## config.mk

```make
export PLATFORM = sky130hd
export DESIGN_NAME = sysref_window_monitor
export DESIGN_NICKNAME = d
export VERILOG_FILES = /design/src/rtl/swm_pkg.sv /design/src/rtl/swm_edge_sync.sv /design/src/rtl/swm_tap_align.sv /design/src/rtl/swm_window_decode.sv /design/src/rtl/swm_status_reg.sv /design/src/rtl/sysref_window_monitor.sv
export SDC_FILE = /design/constraint.sdc
export NUM_CORES = 1
export LEC_CHECK = 0
export BUFFER_PORTS_ARGS = -buffer_cell sky130_fd_sc_hd__buf_2
export CAP_MARGIN = 10
export CORE_ASPECT_RATIO = 0.9
export CORE_UTILIZATION = 41
export CTS_CLUSTER_DIAMETER = 40
export DETAILED_ROUTE_END_ITERATION = 8
export PLACE_DENSITY = 0.72
export SLEW_MARGIN = 30
export SYNTH_ARGS = -nofsm -noshare
export SYNTH_HDL_FRONTEND = slang
export SYNTH_HIERARCHICAL = 1
export SYNTH_SLANG_ARGS = --single-unit
```

## constraint.sdc

```tcl
create_clock -name clk -period 1.06 [get_ports clk]
set_clock_uncertainty 0.15 [all_clocks]
set_input_delay 0.053 -clock clk [delete_from_list [all_inputs] [get_ports clk]]
set_output_delay 0.053 -clock clk [all_outputs]
set_load 0.05 [all_outputs]
```

## src/rtl/swm_pkg.sv

```systemverilog
// Package: shared layout of the alignment status register.
// Assumes five windows, six taps and an 8-bit status word.
package swm_pkg;
    localparam int NUM_WIN   = 5;
    localparam int NUM_TAPS  = NUM_WIN + 1;
    localparam int STATUS_W  = 8;
    localparam int SUM_BIT   = NUM_WIN;
    localparam int DET_BIT   = NUM_WIN + 1;
    typedef logic [STATUS_W-1:0] status_t;
    typedef logic [NUM_WIN-1:0]  win_t;
    typedef logic [NUM_TAPS-1:0] tap_t;
endpackage

```

## src/rtl/swm_edge_sync.sv

```systemverilog
// Module: synchronizes the asynchronous SYSREF level and produces a
// one-cycle strobe on each synchronized rising edge.
// Assumes STAGES >= 2 and SYSREF stays high for at least one clock.
module swm_edge_sync #(
    parameter int STAGES = 2
) (
    input  logic clk,
    input  logic rst_n,
    input  logic async_in,
    output logic rise_strobe
);
    logic [STAGES-1:0] chain_q;
    logic              prev_q;

    // Shift the raw level through the synchronizer chain.
    always_ff @(posedge clk) begin
        if (!rst_n) chain_q <= '0;
        else        chain_q <= {chain_q[STAGES-2:0], async_in};
    end

    // Keep the previous synchronized level for edge detection.
    always_ff @(posedge clk) begin
        if (!rst_n) prev_q <= 1'b0;
        else        prev_q <= chain_q[STAGES-1];
    end

    // High for one cycle when the synchronized level goes from 0 to 1.
    always_comb rise_strobe = chain_q[STAGES-1] & ~prev_q;
endmodule

```

## src/rtl/swm_tap_align.sv

```systemverilog
// Module: delays the tap vector by DEPTH clocks so that it lines up
// with the synchronized SYSREF edge strobe.
// Assumes DEPTH equals the synchronizer depth and DEPTH >= 1.
module swm_tap_align #(
    parameter int DEPTH = 2,
    parameter int WIDTH = 6
) (
    input  logic             clk,
    input  logic             rst_n,
    input  logic [WIDTH-1:0] d_in,
    output logic [WIDTH-1:0] d_out
);
    logic [WIDTH-1:0] pipe_q [DEPTH];

    // First stage captures the raw taps.
    always_ff @(posedge clk) begin
        if (!rst_n) pipe_q[0] <= '0;
        else        pipe_q[0] <= d_in;
    end

    generate
        for (genvar s = 1; s < DEPTH; s++) begin : g_stage
            // Later stages shift the captured taps forward.
            always_ff @(posedge clk) begin
                if (!rst_n) pipe_q[s] <= '0;
                else        pipe_q[s] <= pipe_q[s-1];
            end
        end
    endgenerate

    always_comb d_out = pipe_q[DEPTH-1];
endmodule

```

## src/rtl/swm_window_decode.sv

```systemverilog
// Module: XORs each pair of neighbouring taps to find the window of the
// transition, and ORs the results into a summary.
// Assumes taps are ordered earliest first; purely combinational.
module swm_window_decode
    import swm_pkg::*;
(
    input  tap_t taps,
    output win_t win,
    output logic any_win
);
    generate
        for (genvar k = 0; k < NUM_WIN; k++) begin : g_win
            assign win[k] = taps[k] ^ taps[k+1];
        end
    endgenerate

    // Summary of all window flags.
    always_comb any_win = |win;
endmodule

```

## src/rtl/swm_status_reg.sv

```systemverilog
// Module: holds the status word. Loads window and summary flags on the
// update strobe, keeps a sticky detect bit, and serves register reads.
// Assumes one status address; all other addresses read as zero.
module swm_status_reg
    import swm_pkg::*;
#(
    parameter int          ADDR_W      = 12,
    parameter logic [11:0] STATUS_ADDR = 12'h140
) (
    input  logic              clk,
    input  logic              rst_n,
    input  logic              upd_strobe,
    input  win_t              win,
    input  logic              any_win,
    input  logic [ADDR_W-1:0] addr,
    input  logic              wr_en,
    input  logic [STATUS_W-1:0] wr_data,
    output logic [STATUS_W-1:0] rd_data,
    output status_t           status
);
    localparam logic [ADDR_W-1:0] HIT_ADDR = ADDR_W'(STATUS_ADDR);

    win_t win_q;
    logic sum_q;
    logic det_q;
    logic addr_hit;
    logic clr_det;

    always_comb addr_hit = (addr == HIT_ADDR);
    always_comb clr_det  = wr_en & addr_hit & wr_data[DET_BIT];

    // Load window and summary flags on each SYSREF edge.
    always_ff @(posedge clk) begin
        if (!rst_n) begin
            win_q <= '0;
            sum_q <= 1'b0;
        end else if (upd_strobe) begin
            win_q <= win;
            sum_q <= any_win;
        end
    end

    // Sticky detect bit: an edge wins over a clear in the same cycle.
    always_ff @(posedge clk) begin
        if (!rst_n)          det_q <= 1'b0;
        else if (upd_strobe) det_q <= 1'b1;
        else if (clr_det)    det_q <= 1'b0;
    end

    // Put the status word together; the top bit is always zero.
    always_comb begin
        status          = '0;
        status[NUM_WIN-1:0] = win_q;
        status[SUM_BIT] = sum_q;
        status[DET_BIT] = det_q;
    end

    // Read mux: only the status address returns data.
    always_comb rd_data = addr_hit ? status : '0;
endmodule

```

## src/rtl/sysref_window_monitor.sv

```systemverilog
// Top: SYSREF alignment window monitor. Synchronizes SYSREF, aligns the
// delay-tap samples with it, decodes the skew window and keeps a status word.
// Assumes the taps are valid in the cycle SYSREF is first sampled high.
module sysref_window_monitor
    import swm_pkg::*;
#(
    parameter int          SYNC_STAGES = 2,
    parameter int          ADDR_W      = 12,
    parameter logic [11:0] STATUS_ADDR = 12'h140
) (
    input  logic              clk,
    input  logic              rst_n,
    input  logic              sysref_in,
    input  logic [5:0]        tap_in,
    input  logic [ADDR_W-1:0] reg_addr,
    input  logic              reg_wr_en,
    input  logic [7:0]        reg_wr_data,
    output logic [7:0]        reg_rd_data
);
    logic    edge_strobe;
    tap_t    taps_aligned;
    win_t    win_flags;
    logic    win_any;
    status_t status_q;

    swm_edge_sync #(.STAGES(SYNC_STAGES)) u_sync (
        .clk         (clk),
        .rst_n       (rst_n),
        .async_in    (sysref_in),
        .rise_strobe (edge_strobe)
    );

    swm_tap_align #(.DEPTH(SYNC_STAGES), .WIDTH(NUM_TAPS)) u_align (
        .clk   (clk),
        .rst_n (rst_n),
        .d_in  (tap_in),
        .d_out (taps_aligned)
    );

    swm_window_decode u_dec (
        .taps    (taps_aligned),
        .win     (win_flags),
        .any_win (win_any)
    );

    swm_status_reg #(.ADDR_W(ADDR_W), .STATUS_ADDR(STATUS_ADDR)) u_stat (
        .clk        (clk),
        .rst_n      (rst_n),
        .upd_strobe (edge_strobe),
        .win        (win_flags),
        .any_win    (win_any),
        .addr       (reg_addr),
        .wr_en      (reg_wr_en),
        .wr_data    (reg_wr_data),
        .rd_data    (reg_rd_data),
        .status     (status_q)
    );
endmodule

```

==> results.cfg, run 1 <==
[critical_path]
crit_path_end = reg_rd_data[0]
timing.critical_path.required_ns = 0.86
worst_endpoint_data_arrival_time_ns = 0.98
crit_path_max_incr_delay_ns = 0.29
reg2reg_to = u_stat/win_q[0]
crit_path_launch = reg_addr[2]
critical_path.max_fanout = 7
critPathKind = input pin to output pin
cell_at_the_slowest_stage_of_the_critical_path = sky130_fd_sc_hd__nor4b_4
worst-r2r-cell-count = 4
path_cells = buf_6 -> nor4b_4 -> and3_4 -> and2_4 -> buf_8
buffers_inverters_on_critical_path = 2
setup.worst_path.start_class = input pin
crit_cells = 5
worstReg2RegStart = u_sync/chain_q[1]
cp_top_delay_family = simple AND/OR/NAND/NOR gates
ff2ff_setup_slack_ns = -0.09
end_kind = output pin

[global_route]
number_of_global_route_vias_before_repair = 617
antenna_found_initial = 0
grt_first_pass_wirelength_mm = 2.48
globalRouteOverflowTotal = 0
grt_use_total_pct = 14.4
grt_max_degree = 23

[final_layout]
final-seq-area_um2 = 444
n_antenna_cell = 0
share_of_final_layout_standard_cells_stronger_than_drive_strength_1_pct = 53.3
fillCellCount = 145
fin_cells = 147
multi_input_comb_area_um2 = 464
final_net_count = 154
area_growth_pct = 52.7
post-route-util_pct = 68.4

[die]
floorplan_die_height_um = 46.0
ios = 38
chipWidth_um = 50.9
die_area_mm2 = 0.00234
core_area_mm2 = 0.00197
standard_cell_rows = 15
starting_density_of_the_core_pct = 44.8

[job]
drv_cap = 0

[synthesis]
synth_warn = 6
mappedNetlistArea_um2 = 883
synth_fp_nets = 108
synth_cells = 78
postSynthAreaPerCell_um2 = 11.3

[detailed_routing]
drc = 0
drt-pass1-iter-count = 3
met3RoutedLength_um = 43
route.vias.total = 647
wl_met2_um = 761
maxUsedRoutingLayer = met4
drt_first_iter_violations = 1
routed_via_density = 4.40
postRouteWirelength_mm = 1.44
route.antenna.remaining_nets = 0
m1WireLength_um = 627
wl_per_cell_um = 9.81

[sta]
timing_max_transition_violations_final = 0
setup_viol = 14
period_needed_ns = 1.19
final_min_period_over_clock_period_pct = 112
post-route-worst-setup-slack_ns = -0.126
hold_viol = 1
hold-worst-slack_ns = -0.0973
grt_setup_unrepaired = yes
fmaxAchievable_mhz = 843

[power]
cellInternalPower_mw = 1.11
fraction_of_power_consumed_by_combinational_cells_pct = 13.6
clkPwrFrac_pct = 24.4
power_frac_seq_pct = 62.0
vdd.ir_drop.worst_v = 0.000891
net-switching-power_mw = 0.301
p_leak_nw = 0.599
power.density_cell_area_mw_per_mm2 = 1050
power.share.switching_pct = 21.2

[clock_tree]
cts-htree-levels = 1
cts_tree = done
cts_inserted_buffers = 3
clock_tree.buffer_depth = 2
cts-hold-fix-buffers = 7
ctsRootBufferMaster = sky130_fd_sc_hd__clkbuf_4
num_clock_sinks = 22
cts.clk_slew.worst_paths_ns = 0.11
worst_skew_pair.late_latency_ns = 0.29

[place]
place_worst_setup_slack_ns = -0.266
dpl.cell_count = 135
routabilityCongestion = 0.689
port_buffers = 29
dp_hpwl_mm = 1.04

[run_status]
status = finished with violations
violations_in_the_final_reports = negative hold slack, negative setup slack

[min_path]
min-delay-path-class = input pin to register
power groups by stage:
| stage | sequential, mW | clock [mW] | combinational, mW |
|---|---|---|---|
| floorplan | 0.893 | 0 | 0.0816 |
| global placement | 0.894 | 0 | 0.143 |
| detailed placement | 0.895 | 0 | 0.149 |
| CTS | 0.877 | 0.367 | 0.192 |
| global route | 0.882 | 0.397 | 0.211 |
| finish | 0.877 | 0.345 | 0.193 |
state kept, by name (all words and copies together), names as in the netlist:
| register | cells |
|---|---|
| u_align/pipe_q | 12 |
| u_sync/chain_q | 2 |
| u_sync/prev_q | 1 |
| u_stat/det_q | 1 |
| u_stat/sum_q | 1 |
| u_stat/win_q | 5 |
routing by layer:
metal / global-route usage [%] / vias to the layer above
met4: 6.67 / 0
li1: - / 343
met5: 0 / -
met1: 15.5 / 284
met2: 28.2 / 18
met3: 2.00 / 2
worst min-delay path by stage:
stage / start / end / slack (ns) / depth (start not counted)
2_1_floorplan: rst_n / u_sync/chain_q[0] / 0.02 / 1
3_3_place_gp: tap_in[4] / u_align/pipe_q[0][4] / 0.11 / 2
3_5_place_dp: tap_in[4] / u_align/pipe_q[0][4] / 0.11 / 2
4_1_cts: reg_addr[9] / u_stat/det_q / -0.11 / 3
5_1_grt: reg_addr[9] / u_stat/det_q / -0.09 / 3
6_report: reg_addr[9] / u_stat/det_q / -0.1 / 3
layout by cell type (no fill, tap or decap), drive strengths merged:
| master | count |
|---|---|
| buf | 37 |
| dfxtp | 22 |
| and2 | 22 |
| dlygate4sd3 | 7 |
| nor2b | 7 |
| mux2i | 6 |
| xor2 | 5 |
| clkbuf | 3 |
| nor4b | 2 |
| nor4 | 2 |
| nand4 | 1 |
| nand2 | 1 |
| nor2 | 1 |
| a2bb2oi | 1 |
| and3 | 1 |
| and4b | 1 |
| o21ai | 1 |
| a31oi | 1 |
| conb | 1 |
worst register-to-register path: cells and delay by family, from the launching register on:
kind          cells  cell delay, ns
flops             1            0.34
buf+inv           1            0.14
mux               1            0.18
simple gates      2            0.24
layout make-up:
cell class,count,share of cell area (%)
Clock buffer,3,1.67
Timing Repair Buffer,44,28.7
Sequential cell,22,32.9
Tap cell,25,2.32
Multi-Input combinational cell,53,34.4
stage by stage:
stage	instance area [µm²]	hold WS (ns)	total power, mW	setup TNS, ns
CTS	1350	-0.105	1.44	-1.44
global route	1350	-0.0878	1.49	-2.09
floorplan	907	0.0247	0.975	-0.0974
global placement	1110	0.108	1.04	-1.98
detailed placement	1110	0.114	1.04	-2.28
finish	1350	-0.0973	1.42	-1.36
timing repair:
action                                 4_1_cts  5_1_grt
buffers inserted                             2        0
pin swaps                                   12        2
gates resized for setup                     33        1
endpoints found under the hold margin        8        1
setup endpoints to repair                   14       14
(Power assumes the default switching activity.)
==> run 2, diff against run 1 <==
Settings changed: SETUP_SLACK_MARGIN set to 0.2.
==> run 2 against run 1 <==
  * The run still ends with negative hold slack, negative setup slack left
  * Sequential share of layout area down 1.5 points
  * Sequential cell count unchanged
  * Critical path depth unchanged
  * Critical endpoint unchanged
  * Combinational power up 6%
  * Largest power group unchanged
  * Critical path type unchanged
  * Die area unchanged
==> results.cfg, run 2 (synthesized netlist as in run 1, its figures left out) <==
[clock_tree]
num_clock_sinks = 22
cts-htree-levels = 1
cts.clk_slew.worst_paths_ns = 0.12
cts_tree = done
cts_inserted_buffers = 3
clock_tree.buffer_depth = 2
cts-hold-fix-buffers = 7
worst_skew_pair.late_latency_ns = 0.30
ctsRootBufferMaster = sky130_fd_sc_hd__clkbuf_4

[detailed_routing]
wl_per_cell_um = 11.7
route.vias.total = 685
routed_via_density = 4.54
drt-pass1-iter-count = 2
drt_first_iter_violations = 4
route.antenna.remaining_nets = 0
postRouteWirelength_mm = 1.77
drc = 0

[critical_path]
critPathKind = input pin to output pin
setup.worst_path.start_class = input pin
critical_path.max_fanout = 7
end_kind = output pin
worst_endpoint_data_arrival_time_ns = 1.01
timing.critical_path.required_ns = 0.86

[die]
chipWidth_um = 50.9
standard_cell_rows = 15
ios = 38
die_area_mm2 = 0.00234
core_area_mm2 = 0.00197
starting_density_of_the_core_pct = 44.8
floorplan_die_height_um = 46.0

[final_layout]
fillCellCount = 147
multi_input_comb_area_um2 = 473
mostFrequentLayoutCell = sky130_fd_sc_hd__dfxtp_1
final-seq-area_um2 = 447
biggestRegsByFlops = u_align/pipe_q: 12 flops, u_stat/win_q: 5 flops, u_sync/chain_q: 2 flops
fin_cells = 151
n_antenna_cell = 0
share_of_final_layout_standard_cells_stronger_than_drive_strength_1_pct = 56.3
post-route-util_pct = 72.1
max_reg_flops = 12
area_growth_pct = 60.9
most-common-layout-cells = sky130_fd_sc_hd__dfxtp_1, sky130_fd_sc_hd__buf_2, sky130_fd_sc_hd__buf_4, sky130_fd_sc_hd__and2_2
largest_register = u_align/pipe_q
final_net_count = 157

[sta]
hold-worst-slack_ns = -0.0283
fmaxAchievable_mhz = 825
final_min_period_over_clock_period_pct = 114
hold_viol = 1
grt_setup_unrepaired = yes
setup_viol = 14
post-route-worst-setup-slack_ns = -0.152
period_needed_ns = 1.21
timing_max_transition_violations_final = 0

[place]
dpl.cell_count = 135
place_worst_setup_slack_ns = -0.253
dp_hpwl_mm = 1.07
port_buffers = 29
routabilityCongestion = 0.690

[run_status]
violations_in_the_final_reports = negative hold slack, negative setup slack
status = finished with violations

[global_route]
number_of_global_route_vias_before_repair = 703
grt_max_degree = 23
grt_use_total_pct = 16.3
antenna_found_initial = 0
grt_first_pass_wirelength_mm = 2.75
globalRouteOverflowTotal = 0

[power]
vdd.ir_drop.worst_v = 0.00109
p_leak_nw = 0.637
power.density_cell_area_mw_per_mm2 = 1200

[min_path]
min-delay-path-class = input pin to register

[job]
drv_cap = 0
-- run 2: changes by cell type in the layout (fill, tap and decap cells not counted) --
cell,before,now
sky130_fd_sc_hd__buf_4,6,10
sky130_fd_sc_hd__buf_2,18,16
sky130_fd_sc_hd__dfxtp_1,19,17
sky130_fd_sc_hd__dfxtp_2,3,5
sky130_fd_sc_hd__buf_6,5,6
sky130_fd_sc_hd__bufinv_16,0,1
sky130_fd_sc_hd__nor4_2,1,0
sky130_fd_sc_hd__nor4_4,1,2
-- run 2: worst paths after layout --
| kind | startpoint | end | slack (ns) | cells after the start |
|---|---|---|---|---|
| setup / recovery | reg_addr[0] | reg_rd_data[0] | -0.15 | 5 |
| setup reg to reg | u_align/pipe_q[1][2] | u_stat/sum_q | -0.11 | 4 |
| hold reg to reg | u_sync/chain_q[0] | u_sync/chain_q[1] | 0.29 | 1 |
| hold / removal | rst_n | u_stat/det_q | -0.03 | 3 |
-- run 2: area by class of cell --
type	count	share of cell area, %
Clock buffer	3	1.58
Clock inverter	1	2.11
Multi-Input combinational cell	53	33.3
Sequential cell	22	31.4
Tap cell	25	2.20
Timing Repair Buffer	47	29.4
-- run 2: layer usage --
layer	vias up	part of all wire, %	GRT usage, %	wire (µm)
met3	0	2.6	5.00	46
met4	0	0	3.33	0
li1	351	-	-	-
met1	314	41	14.2	720
met5	-	0	0	0
met2	20	57	35.8	1000
-- run 2: power by group --
| part | internal (mW) | switching [mW] | leakage [nW] |
|---|---|---|---|
| clock | 0.382 | 0.240 | 0.0279 |
| combinational | 0.131 | 0.0734 | 0.426 |
| sequential | 0.862 | 0.0207 | 0.183 |
| total | 1.37 | 0.334 | 0.637 |
-- run 2: what timing repair did --
| action | 4_1_cts | 5_1_grt |
|---|---|---|
| buffers inserted | 3 | 2 |
| hold endpoints to repair | 10 | 1 |
| setup endpoints to repair | 14 | 14 |
| gates resized for setup | 31 | 4 |
| pin swaps | 8 | 4 |
-- run 2: critical path, cell delays in order --
cell                     delay, ns
sky130_fd_sc_hd__buf_6        0.10
sky130_fd_sc_hd__nor4_4       0.30
sky130_fd_sc_hd__and3_4       0.27
sky130_fd_sc_hd__and2_4       0.15
sky130_fd_sc_hd__buf_8        0.14
-- run 2: through the flow --
step           instance area [µm²]  setup TNS [ns]  total power [mW]
3_3_place_gp                  1130           -1.85              1.04
3_5_place_dp                  1130           -2.11              1.05
2_1_floorplan                  926         -0.0489             0.978
5_1_grt                       1420           -2.19              1.80
6_report                      1420           -1.49              1.71
4_1_cts                       1390           -1.32              1.72
==> run 3, diff against run 2 <==
Settings changed: CELL_PAD_IN_SITES_DETAIL_PLACEMENT set to 1, CELL_PAD_IN_SITES_GLOBAL_PLACEMENT set to 1, CORE_UTILIZATION 41 to 31.
==> run 3 against run 2 <==
  * The flow still finishes with violations (negative hold slack, negative setup slack)
  * Cell area down 0.62%
  * Critical path depth unchanged
  * Die area up 31%
  * Routed wire length up 1.4%
  * Combinational power down 4%
  * Worst hold slack worse by 0.018 ns
==> results.cfg, run 3 (synthesized netlist as in run 1, its figures left out) <==
[die]
floorplan_die_height_um = 52.6
standard_cell_rows = 17
ios = 38
starting_density_of_the_core_pct = 34.3
chipWidth_um = 58.3
die_area_mm2 = 0.00307
core_area_mm2 = 0.00257

[critical_path]
timing.critical_path.required_ns = 0.86
path_cells = buf_2 -> nor4b_4 -> and3_4 -> and2_4 -> buf_8
critical_path.max_fanout = 7
setup.worst_path.start_class = input pin
crit_path_max_incr_delay_ns = 0.29
critPathKind = input pin to output pin
worst_endpoint_data_arrival_time_ns = 1.01
end_kind = output pin
cell_at_the_slowest_stage_of_the_critical_path = sky130_fd_sc_hd__nor4b_4

[power]
vdd.ir_drop.worst_v = 0.000758
power.density_cell_area_mw_per_mm2 = 1210
p_leak_nw = 0.622

[sta]
post-route-worst-setup-slack_ns = -0.157
timing_max_transition_violations_final = 0
hold_viol = 1
hold-worst-slack_ns = -0.0458
period_needed_ns = 1.22
final_min_period_over_clock_period_pct = 115
grt_setup_unrepaired = yes
setup_viol = 14
fmaxAchievable_mhz = 822

[final_layout]
post-route-util_pct = 54.9
final_net_count = 155
max_reg_flops = 12
largest_register = u_align/pipe_q
n_antenna_cell = 0
share_of_final_layout_standard_cells_stronger_than_drive_strength_1_pct = 55.6
mostFrequentLayoutCell = sky130_fd_sc_hd__buf_2
biggestRegsByFlops = u_align/pipe_q: 12 flops, u_stat/win_q: 5 flops, u_sync/chain_q: 2 flops
final-seq-area_um2 = 447
most-common-layout-cells = sky130_fd_sc_hd__buf_2, sky130_fd_sc_hd__dfxtp_1, sky130_fd_sc_hd__and2_2, sky130_fd_sc_hd__buf_4
area_growth_pct = 59.9
multi_input_comb_area_um2 = 475
fillCellCount = 281

[job]
drv_cap = 0

[global_route]
grt_first_pass_wirelength_mm = 2.90
antenna_found_initial = 0
grt_use_total_pct = 13.3
number_of_global_route_vias_before_repair = 666
globalRouteOverflowTotal = 0
grt_max_degree = 23

[clock_tree]
clock_tree.buffer_depth = 2
cts_tree = done
cts.clk_slew.worst_paths_ns = 0.12
ctsRootBufferMaster = sky130_fd_sc_hd__clkbuf_4
num_clock_sinks = 22
worst_skew_pair.late_latency_ns = 0.30
cts-htree-levels = 1
cts-hold-fix-buffers = 7
cts_inserted_buffers = 3

[place]
port_buffers = 29
routabilityCongestion = 0.665

[detailed_routing]
route.vias.total = 699
routed_via_density = 4.31
drt_first_iter_violations = 7
postRouteWirelength_mm = 1.79
route.antenna.remaining_nets = 0
drc = 0
drt-pass1-iter-count = 3
wl_per_cell_um = 11.1

[run_status]
status = finished with violations
violations_in_the_final_reports = negative hold slack, negative setup slack

[min_path]
min-delay-path-class = input pin to register
## run 3: layer usage
layer | wire length (µm) | vias up | global-route usage, %
met5 | 0 | - | 0
met4 | 21 | 0 | 3.97
met3 | 122 | 2 | 5.68
met2 | 889 | 32 | 24.5
met1 | 760 | 321 | 13.6
li1 | - | 344 | -
## run 3: area by class of cell
class | instances | share of cell area, %
repair buffers | 45 | 27.6
multi-input cells | 53 | 33.7
clock buffers | 3 | 1.59
flip-flops and latches | 22 | 31.6
well taps | 38 | 3.37
clock inverters | 1 | 2.13
## run 3: report_power, final
group          switching (mW)  internal, mW  total, mW
logic                  0.0725         0.125      0.197
registers              0.0195         0.862      0.881
clock network           0.245         0.382      0.627
total                   0.337          1.37       1.71
## run 3: per-stage QoR
step                      total power, mW  worst slack [ns]  cells  instance area (µm²)  TNS (ns)
after floorplan                     0.978           -0.0258     78                  926   -0.0489
after global placement               1.05            -0.247    148                 1150     -2.00
after detailed placement             1.05            -0.261    148                 1150     -2.21
after CTS                            1.73            -0.150    161                 1380     -1.50
after global routing                 1.79            -0.231    162                 1410     -2.45
final                                1.71            -0.157    162                 1410     -1.56
## run 3: worst max-delay path: cells and delay by family
| kind | cells | cell delay (ns) |
|---|---|---|
| AND/OR/NAND/NOR | 3 | 0.71 |
| buffers and inverters | 2 | 0.25 |
## run 3: what timing repair did
item / in CTS / in global routing
buffers inserted: 2 / 1
endpoints found under the setup margin: 14 / 14
pin swaps: 5 / 2
endpoints found under the hold margin: 14 / 1
cloned: 0 / 0
gates resized for setup: 27 / 5
## run 3: final timing paths
kind                   startpoint                    to  slack, ns  cells after the start
max                  reg_addr[10]        reg_rd_data[6]      -0.16                      5
min                     reg_wr_en          u_stat/det_q      -0.05                      3
max reg2reg  u_align/pipe_q[1][0]          u_stat/sum_q      -0.10                      4
min reg2reg  u_align/pipe_q[0][0]  u_align/pipe_q[1][0]       0.29                      1
